--- src/rtl/mwe_pkg.sv ---
package mwe_pkg;
  typedef enum logic [1:0] {
    PH_IDLE = 2'd0,
    PH_SYNC = 2'd1,
    PH_DATA = 2'd2,
    PH_PAR  = 2'd3
  } phase_t;

  localparam int SYNC_HALVES = 6;
  localparam int SYNC_SPLIT  = 3;
endpackage

--- src/rtl/mwe_parity.sv ---
module mwe_parity (
  input  logic clk,
  input  logic rst_n,
  input  logic clr,
  input  logic take,
  input  logic din,
  input  logic odd,
  output logic pbit
);
  logic acc_q;
  logic acc_d;

  always_comb begin
    acc_d = acc_q;
    if (clr) begin
      acc_d = 1'b0;
    end else if (take) begin
      acc_d = acc_q ^ din;
    end
  end

  always_ff @(posedge clk or negedge rst_n) begin
    if (!rst_n) begin
      acc_q <= 1'b0;
    end else begin
      acc_q <= acc_d;
    end
  end

  assign pbit = acc_q ^ odd;

  AST_PAR_CLEARED: assert property (@(posedge clk) disable iff (!rst_n)
    clr |=> (pbit == odd));
endmodule

--- src/rtl/mwe_seq.sv ---
module mwe_seq
  import mwe_pkg::*;
#(
  parameter int KMAX = 32,
  localparam int KW = $clog2(KMAX + 1),
  localparam int CW = $clog2(2 * KMAX + SYNC_HALVES)
) (
  input  logic          clk,
  input  logic          rst_n,
  input  logic          abort,
  input  logic          enable,
  input  logic          cmd_sync,
  input  logic          odd_par,
  input  logic [KW-1:0] word_len,
  input  logic          ser_din,
  input  logic          pbit,
  output logic          active,
  output logic          lvl,
  output logic          req,
  output logic          par_clr,
  output logic          par_take,
  output logic          odd_sense
);
  phase_t        ph_q, ph_d;
  logic [CW-1:0] hcnt_q, hcnt_d;
  logic [KW-1:0] k_q, k_d;
  logic          cmd_q, cmd_d;
  logic          odd_q, odd_d;
  logic          bit_q;
  logic          bit_ld;
  logic          frame_end;
  logic          start;
  logic [CW-1:0] data_last;

  assign data_last = CW'({k_q, 1'b0}) - CW'(1);
  assign frame_end = (ph_q == PH_PAR) && (hcnt_q == CW'(1));
  assign start     = enable && ((ph_q == PH_IDLE) || frame_end);
  assign bit_ld    = (ph_q == PH_DATA) && !hcnt_q[0] && !abort;

  always_comb begin
    ph_d   = ph_q;
    hcnt_d = hcnt_q;
    k_d    = k_q;
    cmd_d  = cmd_q;
    odd_d  = odd_q;
    if (abort) begin
      ph_d   = PH_IDLE;
      hcnt_d = '0;
      cmd_d  = 1'b0;
      odd_d  = 1'b0;
    end else if (start) begin
      ph_d   = PH_SYNC;
      hcnt_d = '0;
      k_d    = word_len;
      cmd_d  = cmd_sync;
      odd_d  = odd_par;
    end else begin
      case (ph_q)
        PH_SYNC: begin
          if (hcnt_q == CW'(SYNC_HALVES - 1)) begin
            ph_d   = PH_DATA;
            hcnt_d = '0;
          end else begin
            hcnt_d = hcnt_q + CW'(1);
          end
        end
        PH_DATA: begin
          if (hcnt_q == data_last) begin
            ph_d   = PH_PAR;
            hcnt_d = '0;
          end else begin
            hcnt_d = hcnt_q + CW'(1);
          end
        end
        PH_PAR: begin
          if (frame_end) begin
            ph_d   = PH_IDLE;
            hcnt_d = '0;
          end else begin
            hcnt_d = hcnt_q + CW'(1);
          end
        end
        default: begin
          hcnt_d = '0;
        end
      endcase
    end
  end

  always_ff @(posedge clk or negedge rst_n) begin
    if (!rst_n) begin
      ph_q   <= PH_IDLE;
      hcnt_q <= '0;
      k_q    <= '0;
      cmd_q  <= 1'b0;
      odd_q  <= 1'b0;
    end else begin
      ph_q   <= ph_d;
      hcnt_q <= hcnt_d;
      k_q    <= k_d;
      cmd_q  <= cmd_d;
      odd_q  <= odd_d;
    end
  end

  always_ff @(posedge clk or negedge rst_n) begin
    if (!rst_n) begin
      bit_q <= 1'b0;
    end else if (bit_ld) begin
      bit_q <= ser_din;
    end
  end

  always_comb begin
    case (ph_q)
      PH_SYNC: lvl = cmd_q ? (hcnt_q < CW'(SYNC_SPLIT)) : (hcnt_q >= CW'(SYNC_SPLIT));
      PH_DATA: lvl = hcnt_q[0] ? ~bit_q : ser_din;
      PH_PAR:  lvl = hcnt_q[0] ? ~pbit : pbit;
      default: lvl = 1'b0;
    endcase
  end

  assign active    = (ph_q != PH_IDLE);
  assign req       = (ph_q == PH_DATA);
  assign par_clr   = abort || start;
  assign par_take  = bit_ld;
  assign odd_sense = odd_q;

  AST_SYNC_TO_DATA: assert property (@(posedge clk) disable iff (!rst_n)
    (ph_q == PH_SYNC && hcnt_q == CW'(SYNC_HALVES - 1) && !abort) |=> (ph_q == PH_DATA && hcnt_q == '0));
  AST_ABORT_IDLE: assert property (@(posedge clk) disable iff (!rst_n)
    abort |=> (!req && !active));
  AST_CHAIN_GAPLESS: assert property (@(posedge clk) disable iff (!rst_n)
    (frame_end && enable && !abort) |=> (ph_q == PH_SYNC && hcnt_q == '0));
  AST_REQ_AFTER_SYNC: assert property (@(posedge clk) disable iff (!rst_n)
    $rose(req) |-> ($past(ph_q) == PH_SYNC));
  AST_HALF_PAIR: assert property (@(posedge clk) disable iff (!rst_n)
    (ph_q == PH_DATA && !hcnt_q[0] && !abort) |=> (ph_q == PH_DATA && hcnt_q[0]));
endmodule

--- src/rtl/mwe_drive.sv ---
module mwe_drive (
  input  logic clk,
  input  logic rst_n,
  input  logic abort,
  input  logic active,
  input  logic lvl,
  input  logic out_inh_n,
  output logic line_pos,
  output logic line_neg
);
  logic pos_q, neg_q;
  logic pos_d, neg_d;
  logic live;

  assign live = active && !abort;

  always_comb begin
    pos_d = 1'b0;
    neg_d = 1'b0;
    if (live) begin
      pos_d = lvl;
      neg_d = ~lvl;
    end
  end

  always_ff @(posedge clk or negedge rst_n) begin
    if (!rst_n) begin
      pos_q <= 1'b0;
      neg_q <= 1'b0;
    end else begin
      pos_q <= pos_d;
      neg_q <= neg_d;
    end
  end

  assign line_pos = out_inh_n ? pos_q : 1'b1;
  assign line_neg = out_inh_n ? neg_q : 1'b1;

  AST_COMPLEMENT: assert property (@(posedge clk) disable iff (!rst_n)
    (live && out_inh_n) |=> (!out_inh_n || (line_pos != line_neg)));
  AST_QUIET_IDLE: assert property (@(posedge clk) disable iff (!rst_n)
    (!live && out_inh_n) |=> (!out_inh_n || (!line_pos && !line_neg)));
endmodule

--- src/rtl/manchester_word_enc.sv ---
module manchester_word_enc #(
  parameter int KMAX = 32,
  localparam int KW = $clog2(KMAX + 1)
) (
  input  logic          clk,
  input  logic          rst_n,
  input  logic          abort,
  input  logic          enable,
  input  logic          cmd_sync,
  input  logic          odd_par,
  input  logic [KW-1:0] word_len,
  input  logic          ser_din,
  input  logic          out_inh_n,
  output logic          data_req,
  output logic          line_pos,
  output logic          line_neg
);
  logic active, lvl, pbit, par_clr, par_take, odd_sense;

  mwe_seq #(.KMAX(KMAX)) u_seq (
    .clk(clk), .rst_n(rst_n), .abort(abort), .enable(enable),
    .cmd_sync(cmd_sync), .odd_par(odd_par), .word_len(word_len),
    .ser_din(ser_din), .pbit(pbit), .active(active), .lvl(lvl),
    .req(data_req), .par_clr(par_clr), .par_take(par_take),
    .odd_sense(odd_sense)
  );

  mwe_parity u_par (
    .clk(clk), .rst_n(rst_n), .clr(par_clr), .take(par_take),
    .din(ser_din), .odd(odd_sense), .pbit(pbit)
  );

  mwe_drive u_drv (
    .clk(clk), .rst_n(rst_n), .abort(abort), .active(active), .lvl(lvl),
    .out_inh_n(out_inh_n), .line_pos(line_pos), .line_neg(line_neg)
  );
endmodule

--- config.mk ---
export PLATFORM = sky130hd
export DESIGN_NAME = manchester_word_enc
export DESIGN_NICKNAME = d
export VERILOG_FILES = /design/src/rtl/mwe_pkg.sv /design/src/rtl/mwe_parity.sv /design/src/rtl/mwe_seq.sv /design/src/rtl/mwe_drive.sv /design/src/rtl/manchester_word_enc.sv
export SDC_FILE = /design/constraint.sdc
export NUM_CORES = 1
export LEC_CHECK = 0
export BUFFER_PORTS_ARGS = -buffer_cell sky130_fd_sc_hd__buf_2
export CAP_MARGIN = 20
export CORE_MARGIN = 2
export CORE_UTILIZATION = 29
export DETAILED_ROUTE_END_ITERATION = 6
export SLEW_MARGIN = 15
export SYNTH_ARGS = -nofsm -noshare
export SYNTH_HDL_FRONTEND = slang
export SYNTH_HIERARCHICAL = 1
export SYNTH_SLANG_ARGS = --single-unit
--- constraint.sdc ---
create_clock -name clk -period 1.7 [get_ports clk]
set_clock_uncertainty 0.05 [all_clocks]
set_input_delay 0.085 -clock clk [delete_from_list [all_inputs] [get_ports clk]]
set_output_delay 0.085 -clock clk [all_outputs]
set_load 0.02 [all_outputs]
==> flow_metrics.env, run 1 <==
export IMPL_cp_end_kind="flop"
export IMPL_antenna_left=0
export IMPL_grt_antenna_before_repair=0
export IMPL_slowest_delay_ns=0.42
export IMPL_crit_family="simple AND/OR/NAND/NOR gates"
export IMPL_globalplace_congestion=0.8118
export IMPL_max_freq_ghz=0.5767
export IMPL_final_common_cell="dfrtp_1"
export IMPL_ioPinCount=17
export IMPL_synth_ff_type="dfrtp_1"
export IMPL_cts_buffers=3
export IMPL_wl_per_cell_um=12.80
export IMPL_drv_cap=0
export IMPL_setup_viol=9
export IMPL_cts_max_level=1
export IMPL_cts_root_buf="clkbuf_8"
export IMPL_syn_cell_area_um2=1348
export IMPL_yosys_area_top_type_share=0.3900
export IMPL_synth_top_area_cell="dfrtp_1"
export IMPL_post_route_period_util=1.020
export IMPL_final_hold_violation_count=0
export IMPL_drcViolationCount=0
export IMPL_start_util=0.3053
export IMPL_first_global_vias=1040
export IMPL_core_um2=4414
export IMPL_cts_tree="yes"
export IMPL_syn_inst=130
export IMPL_worstPathArrival_ns=1.84
export IMPL_syn_area_per_cell_um2=10.37
export IMPL_setup_tns_final_ns=-0.1215
export IMPL_relSlewSlack=0.6843
export IMPL_rsz0062_at_grt="yes"
export IMPL_path_depth=5
export IMPL_drive_gt1_frac=0.3684
export IMPL_worstPathBufferInverterCount=0
export IMPL_vias=1103
export IMPL_die_h_um=72.17
export IMPL_port_buffers=16
export IMPL_ys_warnings_count=6
export IMPL_grt_max_degree=22
export IMPL_track_usage=0.1192
export IMPL_slew_viol_final=0
export IMPL_dpl_cell_count=212
export IMPL_grt_pass1_wl_mm=4.892
export IMPL_post_route_util=0.3982
export IMPL_gr_total_overflow=0
export IMPL_drtIter0Drc=53
export IMPL_ys_types=44
export IMPL_most_common_layout_cells="dfrtp_1, buf_4, buf_2"
export IMPL_layout_setup_ws_ns=-0.03397
export IMPL_post_place_ws_ns=-0.03048
export IMPL_synth_edff_count=0
export IMPL_async_flop_share=1.000
export IMPL_dp_hpwl_mm=2.121
export IMPL_status="finished, violations left"
export IMPL_cp_start_kind="flop"
export IMPL_clk_pin_slew_ns=0.09
export IMPL_rr_worst_depth=5
export IMPL_fin_nets=189
export IMPL_min_path_cells=2
export IMPL_antenna_cells=0
export IMPL_final_cell_area_um2=1758
export IMPL_cpMaxStageDelayCell="dfrtp_1"
export IMPL_finalCriticalPeriod_ns=1.734
export IMPL_crit_type="flop to flop"
export IMPL_path_max_fanout=6
export IMPL_clock_sinks=21
export IMPL_worst_hold_path_type="input pin to flop"
export IMPL_placed_cell_area_um2=1590
export IMPL_num_rows=24
export IMPL_syn2layout_area_growth_pct=30.46
export IMPL_tightestPinTransition_ns=0.4735
export IMPL_chipWidth_um=72.17
export IMPL_clkLatencyLatePin_ns=0.27
export IMPL_path_cells="nor4_4, a41o_1, nand2_4, nor2_8, mux2_2"
export IMPL_finalNonFillerCells=223
export IMPL_syn_num_nets=147
export IMPL_drt_total_wl_mm=2.855
export IMPL_peakVddDrop_mv=0.3459
export IMPL_dr_pass1_iters=4
export IMPL_cts_max_path_buffers=2
export IMPL_power_density_nw_per_um2=699.9
export IMPL_power_leakage_nw=0.8468
export IMPL_required_ns=1.81
export IMPL_ys_seq_area_frac=0.3900
export IMPL_synth_area_leaders="dfrtp_1, xor2_1, mux2_2, xnor2_1, nor3_1"
export IMPL_die_area_um2=5208
export IMPL_via_per_inst=4.946
export IMPL_failed_checks="setup timing"
export IMPL_ys_ff_latch=21
final cells by class:
class                           instances  area, um2
Clock inverter                          1      5.005
Inverter                                8      30.03
Clock buffer                            3      41.29
Sequential cell                        21      525.5
Tap cell                               52      65.06
Multi-Input combinational cell         96      793.3
Fill cell                             453       2656
Timing Repair Buffer                   42      297.8
registers in the layout, indices dropped and copies added, names as in the netlist:
register	cells
u_seq/k_q	6
u_seq/hcnt_q	7
u_drv/pos_q	1
u_seq/ph_q	2
u_seq/odd_sense	1
u_seq/cmd_q	1
u_par/acc_q	1
u_seq/bit_q	1
u_drv/neg_q	1
power by group:
group,internal (W),switching [W],total (W)
clock network,0.000163,0.000171,0.000334
logic,0.000170,0.000147,0.000317
registers,0.000537,0.0000413,0.000578
metrics by stage:
stage	total power [W]	hold slack, ns
floorplan	0.0007684	-0.2606
global placement	0.0008531	0.02789
detailed placement	0.0008583	0.02726
CTS	0.001214	0.002372
global route	0.001308	0.006838
finish	0.001230	0.007757
final timing paths:
path | start | to | slack [ns]
max | u_seq/hcnt_q[5]$_DFF_PN0_ | u_seq/k_q[0]$_DFFE_PN0P_ | -0.03
min | word_len[3] | u_seq/k_q[3]$_DFFE_PN0P_ | 0.008
max reg2reg | u_seq/hcnt_q[5]$_DFF_PN0_ | u_seq/k_q[0]$_DFFE_PN0P_ | -0.03
min reg2reg | u_seq/bit_q$_DFFE_PN0P_ | u_seq/bit_q$_DFFE_PN0P_ | 0.47
max in group asynchronous | rst_n | u_seq/ph_q[0]$_DFFE_PN0P_ | 1.02
min in group asynchronous | rst_n | u_seq/k_q[2]$_DFFE_PN0P_ | 0.25
cell usage after synthesis (4+ instances only):
cell type and n:
nand2_1 6, dfrtp_1 21, nor2_1 8, mux2_2 5
inv_1 8, a21oi_1 6, xor2_1 9, nand2b_1 4
nand3_1 4, nor3_1 9, xnor2_1 6
worst register-to-register path: cells and delay by family (launching register included):
kind / cells / cell delay, ns
AO/OA/AOI/OAI: 1 / 0.25
flip-flops: 1 / 0.42
multiplexers: 1 / 0.35
AND/OR/NAND/NOR: 3 / 0.55
kinds of logic after synthesis:
kind of cell	Yosys count	synth area share
adders and majority gates	3	0.02786
muxes	10	0.08078
buffers and inverters	13	0.05942
AOI/OAI and AO/OA	21	0.1198
DFF	21	0.3900
xor gates and xnor gates	15	0.09750
and+or+nand+nor	47	0.2247
layer usage:
metal | global-route usage | share of wire | routed length [um] | up-vias
li1 | - | - | - | 539
met1 | 0.1606 | 0.48 | 1357 | 530
met2 | 0.1947 | 0.46 | 1318 | 32
met3 | 0.02917 | 0.056 | 159 | 2
met4 | 0.02516 | 0.0067 | 19 | 0
met5 | 0 | 0 | 0 | -
timing repair:
action	CTS	global route
hold buffers	6	0
endpoints found under the setup margin	12	16
gates resized for setup	3	10
setup buffers	0	1
pin swaps	5	1
endpoints found under the hold margin	26	0
(Power assumes the default switching activity.)
==> run 2: changes to the inputs <==
- BUFFER_PORTS_ARGS: -buffer_cell sky130_fd_sc_hd__buf_2 -> unset
- DONT_BUFFER_PORTS: unset -> 1
- SKIP_LAST_GASP: unset -> 1
==> run 2 against run 1 <==
Compared with the run above:
- core utilization decreased by 1.2 points
- the flow finishes with violations (hold timing, setup timing)
- global-route usage increased by 1.4 points
- non-clock buffer count decreased by 14
- first-iteration DRC count increased by 34%
- clock power about the same
- highest routed layer unchanged
- cell count decreased by 6.3%
==> flow_metrics.env, run 2 (synthesis gave the netlist of run 1 again) <==
export IMPL_status="finished, violations left"
export IMPL_failed_checks="hold timing, setup timing"
export IMPL_clkLatencyLatePin_ns=0.26
export IMPL_slew_viol_final=0
export IMPL_grt_max_degree=22
export IMPL_nFillCells=419
export IMPL_setup_viol=6
export IMPL_drv_cap=0
export IMPL_cpMaxStageDelayCell="dfrtp_1"
export IMPL_ioPinCount=17
export IMPL_finalCriticalPeriod_ns=1.709
export IMPL_dr_pass1_iters=5
export IMPL_vias=1050
export IMPL_num_rows=24
export IMPL_final_common_cell="dfrtp_1"
export IMPL_final_cell_area_um2=1705
export IMPL_power_density_nw_per_um2=716.3
export IMPL_max_freq_ghz=0.5853
export IMPL_tightestPinTransition_ns=0.4406
export IMPL_hold_buffers=8
export IMPL_drcViolationCount=0
export IMPL_cts_buffers=3
export IMPL_fin_nets=175
export IMPL_chipWidth_um=72.17
export IMPL_die_area_um2=5208
export IMPL_path_max_fanout=6
export IMPL_cp_end_kind="flop"
export IMPL_relSlewSlack=0.7053
export IMPL_layout_setup_ws_ns=-0.008502
export IMPL_power_leakage_nw=0.7937
export IMPL_crit_family="simple AND/OR/NAND/NOR gates"
export IMPL_globalplace_congestion=0.8658
export IMPL_wl_per_cell_um=14.49
export IMPL_rsz0062_at_grt="yes"
export IMPL_die_h_um=72.17
export IMPL_cp_start_kind="flop"
export IMPL_cts_max_path_buffers=2
export IMPL_worstPathBufferInverterCount=2
export IMPL_drtIter0Drc=71
export IMPL_post_route_period_util=1.005
export IMPL_worst_hold_path_type="input pin to flop"
export IMPL_first_global_vias=1117
export IMPL_slowest_delay_ns=0.40
export IMPL_port_buffers=0
export IMPL_start_util=0.3053
export IMPL_whs_ns=-0.1773
export IMPL_top_register="u_seq/hcnt_q"
export IMPL_drt_total_wl_mm=3.029
export IMPL_via_per_inst=5.024
export IMPL_path_cells="buf_6, nor3_4, and3_1, o2111ai_2, a211oi_2, buf_4, nor3_1"
export IMPL_clk_pin_slew_ns=0.08
export IMPL_grt_antenna_before_repair=0
export IMPL_final_hold_violation_count=12
export IMPL_worstPathArrival_ns=1.81
export IMPL_regArea_um2=525.5
export IMPL_core_um2=4414
export IMPL_cts_root_buf="clkbuf_8"
export IMPL_grt_pass1_wl_mm=5.402
export IMPL_clock_sinks=21
export IMPL_dp_hpwl_mm=2.221
export IMPL_required_ns=1.80
export IMPL_placed_cell_area_um2=1503
export IMPL_antenna_cells=0
export IMPL_gr_total_overflow=0
export IMPL_syn2layout_area_growth_pct=26.56
export IMPL_antenna_left=0
export IMPL_multi_input_area_um2=793.3
export IMPL_drive_gt1_frac=0.2930
export IMPL_cts_tree="yes"
export IMPL_most_common_layout_cells="dfrtp_1, buf_4, xor2_1"
export IMPL_crit_type="flop to flop"
export IMPL_power_total_w=0.001222
export IMPL_cts_max_level=1
export IMPL_largestRegisters="u_seq/hcnt_q: 7 flops, u_seq/k_q: 6 flops, u_seq/ph_q: 2 flops"
export IMPL_peakVddDrop_mv=0.3669
export IMPL_largest_reg_flops=7
export IMPL_track_usage=0.1331
-- run 2: area by class of cell --
| type | instances | share of cell area |
|---|---|---|
| clock buffers | 3 | 0.02421 |
| flip-flops and latches | 21 | 0.3081 |
| inverters | 8 | 0.01761 |
| clock inverters | 1 | 0.002935 |
| well taps | 52 | 0.03815 |
| multi-input cells | 96 | 0.4651 |
| repair buffers | 28 | 0.1438 |
-- run 2: power breakdown --
| group | leakage, nW | internal (W) | switching, W | total [W] |
|---|---|---|---|---|
| logic | 0.493 | 0.000170 | 0.000138 | 0.000307 |
| registers | 0.275 | 0.000537 | 0.0000425 | 0.000580 |
| clock network | 0.0255 | 0.000164 | 0.000171 | 0.000335 |
| total | 0.794 | 0.000871 | 0.000351 | 0.00122 |
-- run 2: metal layers --
metal / routed length [um] / track usage / vias to the layer above
met2: 1513 / 0.2161 / 20
met4: 57 / 0.06289 / 0
met3: 112 / 0.02639 / 4
met1: 1345 / 0.1696 / 515
met5: 0 / 0 / -
li1: - / - / 511
-- run 2: worst paths after layout --
path,endpoint,slack (ns),from,depth (start not counted)
max,u_seq/hcnt_q[3]$_DFF_PN0_,-0.009,u_seq/k_q[0]$_DFFE_PN0P_,7
min,u_drv/neg_q$_DFF_PN0_,-0.18,abort,1
max reg2reg,u_seq/hcnt_q[3]$_DFF_PN0_,-0.009,u_seq/k_q[0]$_DFFE_PN0P_,7
min reg2reg,u_seq/k_q[5]$_DFFE_PN0P_,0.47,u_seq/k_q[5]$_DFFE_PN0P_,1
max in group asynchronous,u_seq/k_q[4]$_DFFE_PN0P_,1.01,rst_n,2
min in group asynchronous,u_seq/ph_q[1]$_DFFE_PN0P_,0.15,rst_n,1
-- run 2: per-stage QoR --
step	std cells	hold WS [ns]	setup TNS [ns]	utilization	worst slack, ns
5_1_grt	209	-0.1876	-1.152	0.3863	-0.1116
6_report	209	-0.1773	-0.03927	0.3863	-0.008502
3_5_place_dp	195	-0.2599	-0.1630	0.3404	-0.05699
4_1_cts	208	-0.1847	-0.2226	0.3807	-0.04044
3_3_place_gp	195	-0.2599	0	0.3404	0.01473
2_1_floorplan	130	-0.2606	0	-	0.007470
-- run 2: repair_timing --
item                                   CTS  global route
endpoints found under the hold margin   41            12
pin swaps                                4             2
setup endpoints to repair               12            13
setup buffers                            1             0
resized for setup                       11             2
==> run 3: changes to the inputs <==
- ABC_AREA: unset -> 1
==> run 3 against run 2 <==
Compared with the run above:
- clock power up 2%
- sequential cell count stayed put
- worst setup slack better by 0.026 ns
- die area up 5.2%
- global-route usage rose by 0.47 points
- the run now ends clean
- fmax grew 1.5%
- critical path depth is 4 higher
==> flow_metrics.env, run 3 <==
export IMPL_status="finished, final reports clean"
export IMPL_ys_warnings_count=6
export IMPL_globalplace_congestion=0.8287
export IMPL_required_ns=1.80
export IMPL_tightestPinTransition_ns=0.5013
export IMPL_fin_nets=240
export IMPL_ioPinCount=17
export IMPL_drt_total_wl_mm=3.509
export IMPL_post_place_ws_ns=-0.006286
export IMPL_path_max_fanout=6
export IMPL_worstPathArrival_ns=1.79
export IMPL_synth_ff_type="dfrtp_1"
export IMPL_dr_pass1_iters=4
export IMPL_drcViolationCount=0
export IMPL_rsz0062_at_grt="yes"
export IMPL_cp_start_kind="flop"
export IMPL_antenna_left=0
export IMPL_ys_seq_area_frac=0.3697
export IMPL_r2r_end="u_seq/hcnt_q[3]$_DFF_PN0_"
export IMPL_chipWidth_um=74.01
export IMPL_power_density_nw_per_um2=781.9
export IMPL_relSlewSlack=0.6658
export IMPL_drtIter0Drc=50
export IMPL_cts_buffers=3
export IMPL_cts_tree="yes"
export IMPL_synth_common_cells="nand2_1, inv_1, nor2_1, dfrtp_1, nand3_1"
export IMPL_cpMaxStageDelayCell="dfrtp_1"
export IMPL_rr_worst_depth=11
export IMPL_syn_area_per_cell_um2=7.403
export IMPL_synth_edff_count=0
export IMPL_drv_cap=0
export IMPL_max_freq_ghz=0.5943
export IMPL_start_util=0.3009
export IMPL_async_flop_share=1.000
export IMPL_antenna_cells=0
export IMPL_gr_total_overflow=0
export IMPL_largestRegisters="u_seq/hcnt_q: 7 flops, u_seq/k_q: 6 flops, u_seq/ph_q: 2 flops"
export IMPL_yosys_area_top_type_share=0.3697
export IMPL_die_h_um=74.01
export IMPL_cts_max_path_buffers=2
export IMPL_syn_cell_area_um2=1421
export IMPL_vias=1305
export IMPL_first_global_vias=1272
export IMPL_clkLatencyLatePin_ns=0.27
export IMPL_hold_end="u_seq/ph_q[0]$_DFFE_PN0P_"
export IMPL_timing_rr_start="u_seq/k_q[0]$_DFFE_PN0P_"
export IMPL_most_common_layout_cells="nand2_1, inv_1, dfrtp_1"
export IMPL_via_per_inst=4.516
export IMPL_finalCriticalPeriod_ns=1.683
export IMPL_peakVddDrop_mv=0.3250
export IMPL_synth_area_leaders="dfrtp_1, nand2_1, inv_1, nor2_1, nand3_1"
export IMPL_yosys_cell_count_top_type="nand2_1"
export IMPL_port_buffers=0
export IMPL_grt_max_degree=22
export IMPL_layout_setup_ws_ns=0.01745
export IMPL_worst_hold_path_type="input pin to flop"
export IMPL_drive_gt1_frac=0.3108
export IMPL_power_leakage_nw=0.8897
export IMPL_dp_hpwl_mm=2.334
export IMPL_rrSetupSlack_ns=0.02
export IMPL_final_common_cell="nand2_1"
export IMPL_ys_types=28
export IMPL_die_area_um2=5477
export IMPL_syn_num_nets=209
export IMPL_grt_pass1_wl_mm=5.664
export IMPL_clk_pin_slew_ns=0.09
export IMPL_top_register="u_seq/hcnt_q"
export IMPL_cp_end_kind="flop"
export IMPL_slew_viol_final=0
export IMPL_worstPathBufferInverterCount=1
export IMPL_min_path_cells=3
export IMPL_core_um2=4723
export IMPL_synth_top_area_cell="dfrtp_1"
export IMPL_track_usage=0.1378
export IMPL_cts_root_buf="clkbuf_8"
export IMPL_final_hold_violation_count=0
export IMPL_cts_max_level=1
export IMPL_hp_start="abort"
export IMPL_largest_reg_flops=7
export IMPL_num_rows=25
export IMPL_ys_ff_latch=21
export IMPL_path_cells="inv_2, ha_4, nor2_1, a21oi_1, nand2_1, nor2_2, nand3_2, nand2_2, nand2_2, nand2_4, nor2_1"
export IMPL_clock_sinks=21
export IMPL_syn2layout_area_growth_pct=30.99
export IMPL_syn_inst=192
export IMPL_post_route_period_util=0.9897
export IMPL_slowest_delay_ns=0.36
export IMPL_grt_antenna_before_repair=0
export IMPL_setup_viol=0
export IMPL_crit_type="flop to flop"
export IMPL_wl_per_cell_um=12.14
export IMPL_power_total_w=0.001456
export IMPL_crit_family="simple AND/OR/NAND/NOR gates"
run 3: power breakdown:
| part | leakage (nW) | internal, W | switching (W) | total [W] |
|---|---|---|---|---|
| Clock | 0.0255 | 0.000164 | 0.000179 | 0.000343 |
| Sequential | 0.277 | 0.000553 | 0.0000459 | 0.000599 |
| Combinational | 0.587 | 0.000221 | 0.000292 | 0.000514 |
| Total | 0.890 | 0.000939 | 0.000517 | 0.00146 |
run 3: stage by stage:
step,std cells,setup TNS (ns),cell area (um2),hold slack (ns),utilization
global placement,264,0,1529,-0.2597,0.3237
detailed placement,264,-0.006286,1529,-0.2595,0.3237
floorplan,192,0,1421,-0.2606,-
CTS,280,-0.01593,1697,0.005784,0.3592
global route,289,-0.7507,1862,0.02681,0.3942
finish,289,0,1862,0.01480,0.3942
run 3: cell families after synthesis:
group | count (synthesis) | share of synthesized area
AO/OA/AOI/OAI | 21 | 0.08715
buffers and inverters | 35 | 0.1136
multiplexers | 1 | 0.007922
XOR/XNOR | 8 | 0.04930
AND/OR/NAND/NOR | 103 | 0.3460
flip-flops | 21 | 0.3697
adder cells (fa/ha/maj) | 3 | 0.02641
run 3: how the worst max path moves through the flow:
stage / slack (ns) / cells past startpoint / end / start
after floorplan: 0.09 / 5 / u_seq/bit_q$_DFFE_PN0P_ / u_seq/ph_q[1]$_DFFE_PN0P_
after global placement: 0.003 / 9 / u_seq/k_q[0]$_DFFE_PN0P_ / u_seq/hcnt_q[1]$_DFF_PN0_
after detailed placement: -0.006 / 9 / u_seq/k_q[0]$_DFFE_PN0P_ / u_seq/hcnt_q[1]$_DFF_PN0_
after CTS: -0.01 / 11 / u_seq/hcnt_q[3]$_DFF_PN0_ / u_seq/hcnt_q[1]$_DFF_PN0_
after global routing: -0.1 / 11 / u_seq/hcnt_q[3]$_DFF_PN0_ / u_seq/k_q[1]$_DFFE_PN0P_
final: 0.02 / 11 / u_seq/hcnt_q[3]$_DFF_PN0_ / u_seq/k_q[0]$_DFFE_PN0P_
run 3: repair_timing:
item / in CTS / in global routing
hold endpoints to repair: 34 / 21
setup endpoints to repair: 3 / 17
hold buffers: 11 / 1
gates resized for setup: 0 / 32
buffers inserted: 0 / 8
pin swaps: 0 / 18
gates cloned: 1 / 0
run 3: worst register-to-register path: stages (launching register included):
cell and delay (ns):
dfrtp_1 0.36, inv_2 0.05, ha_4 0.26, nor2_1 0.03, a21oi_1 0.11, nand2_1 0.07
nor2_2 0.10, nand3_2 0.13, nand2_2 0.11, nand2_2 0.07, nand2_4 0.14, nor2_1 0.06
run 3: per-layer routing:
layer  wire length [um]  GRT usage  vias to the layer above
met5                  0          0                        -
met4                 61    0.08283                        0
met3                148    0.02710                        4
met2               1700     0.2232                       24
met1               1597     0.1696                      621
li1                   -          -                      656
run 3: layout make-up:
cell class | count | area (um2)
inverter | 32 | 127.6
tap | 67 | 83.83
clock buffer | 3 | 41.29
multi-input combinational | 137 | 838.3
timing repair buffer | 28 | 239.0
clock inverter | 1 | 5.005
sequential | 21 | 526.8
fill | 475 | 2861
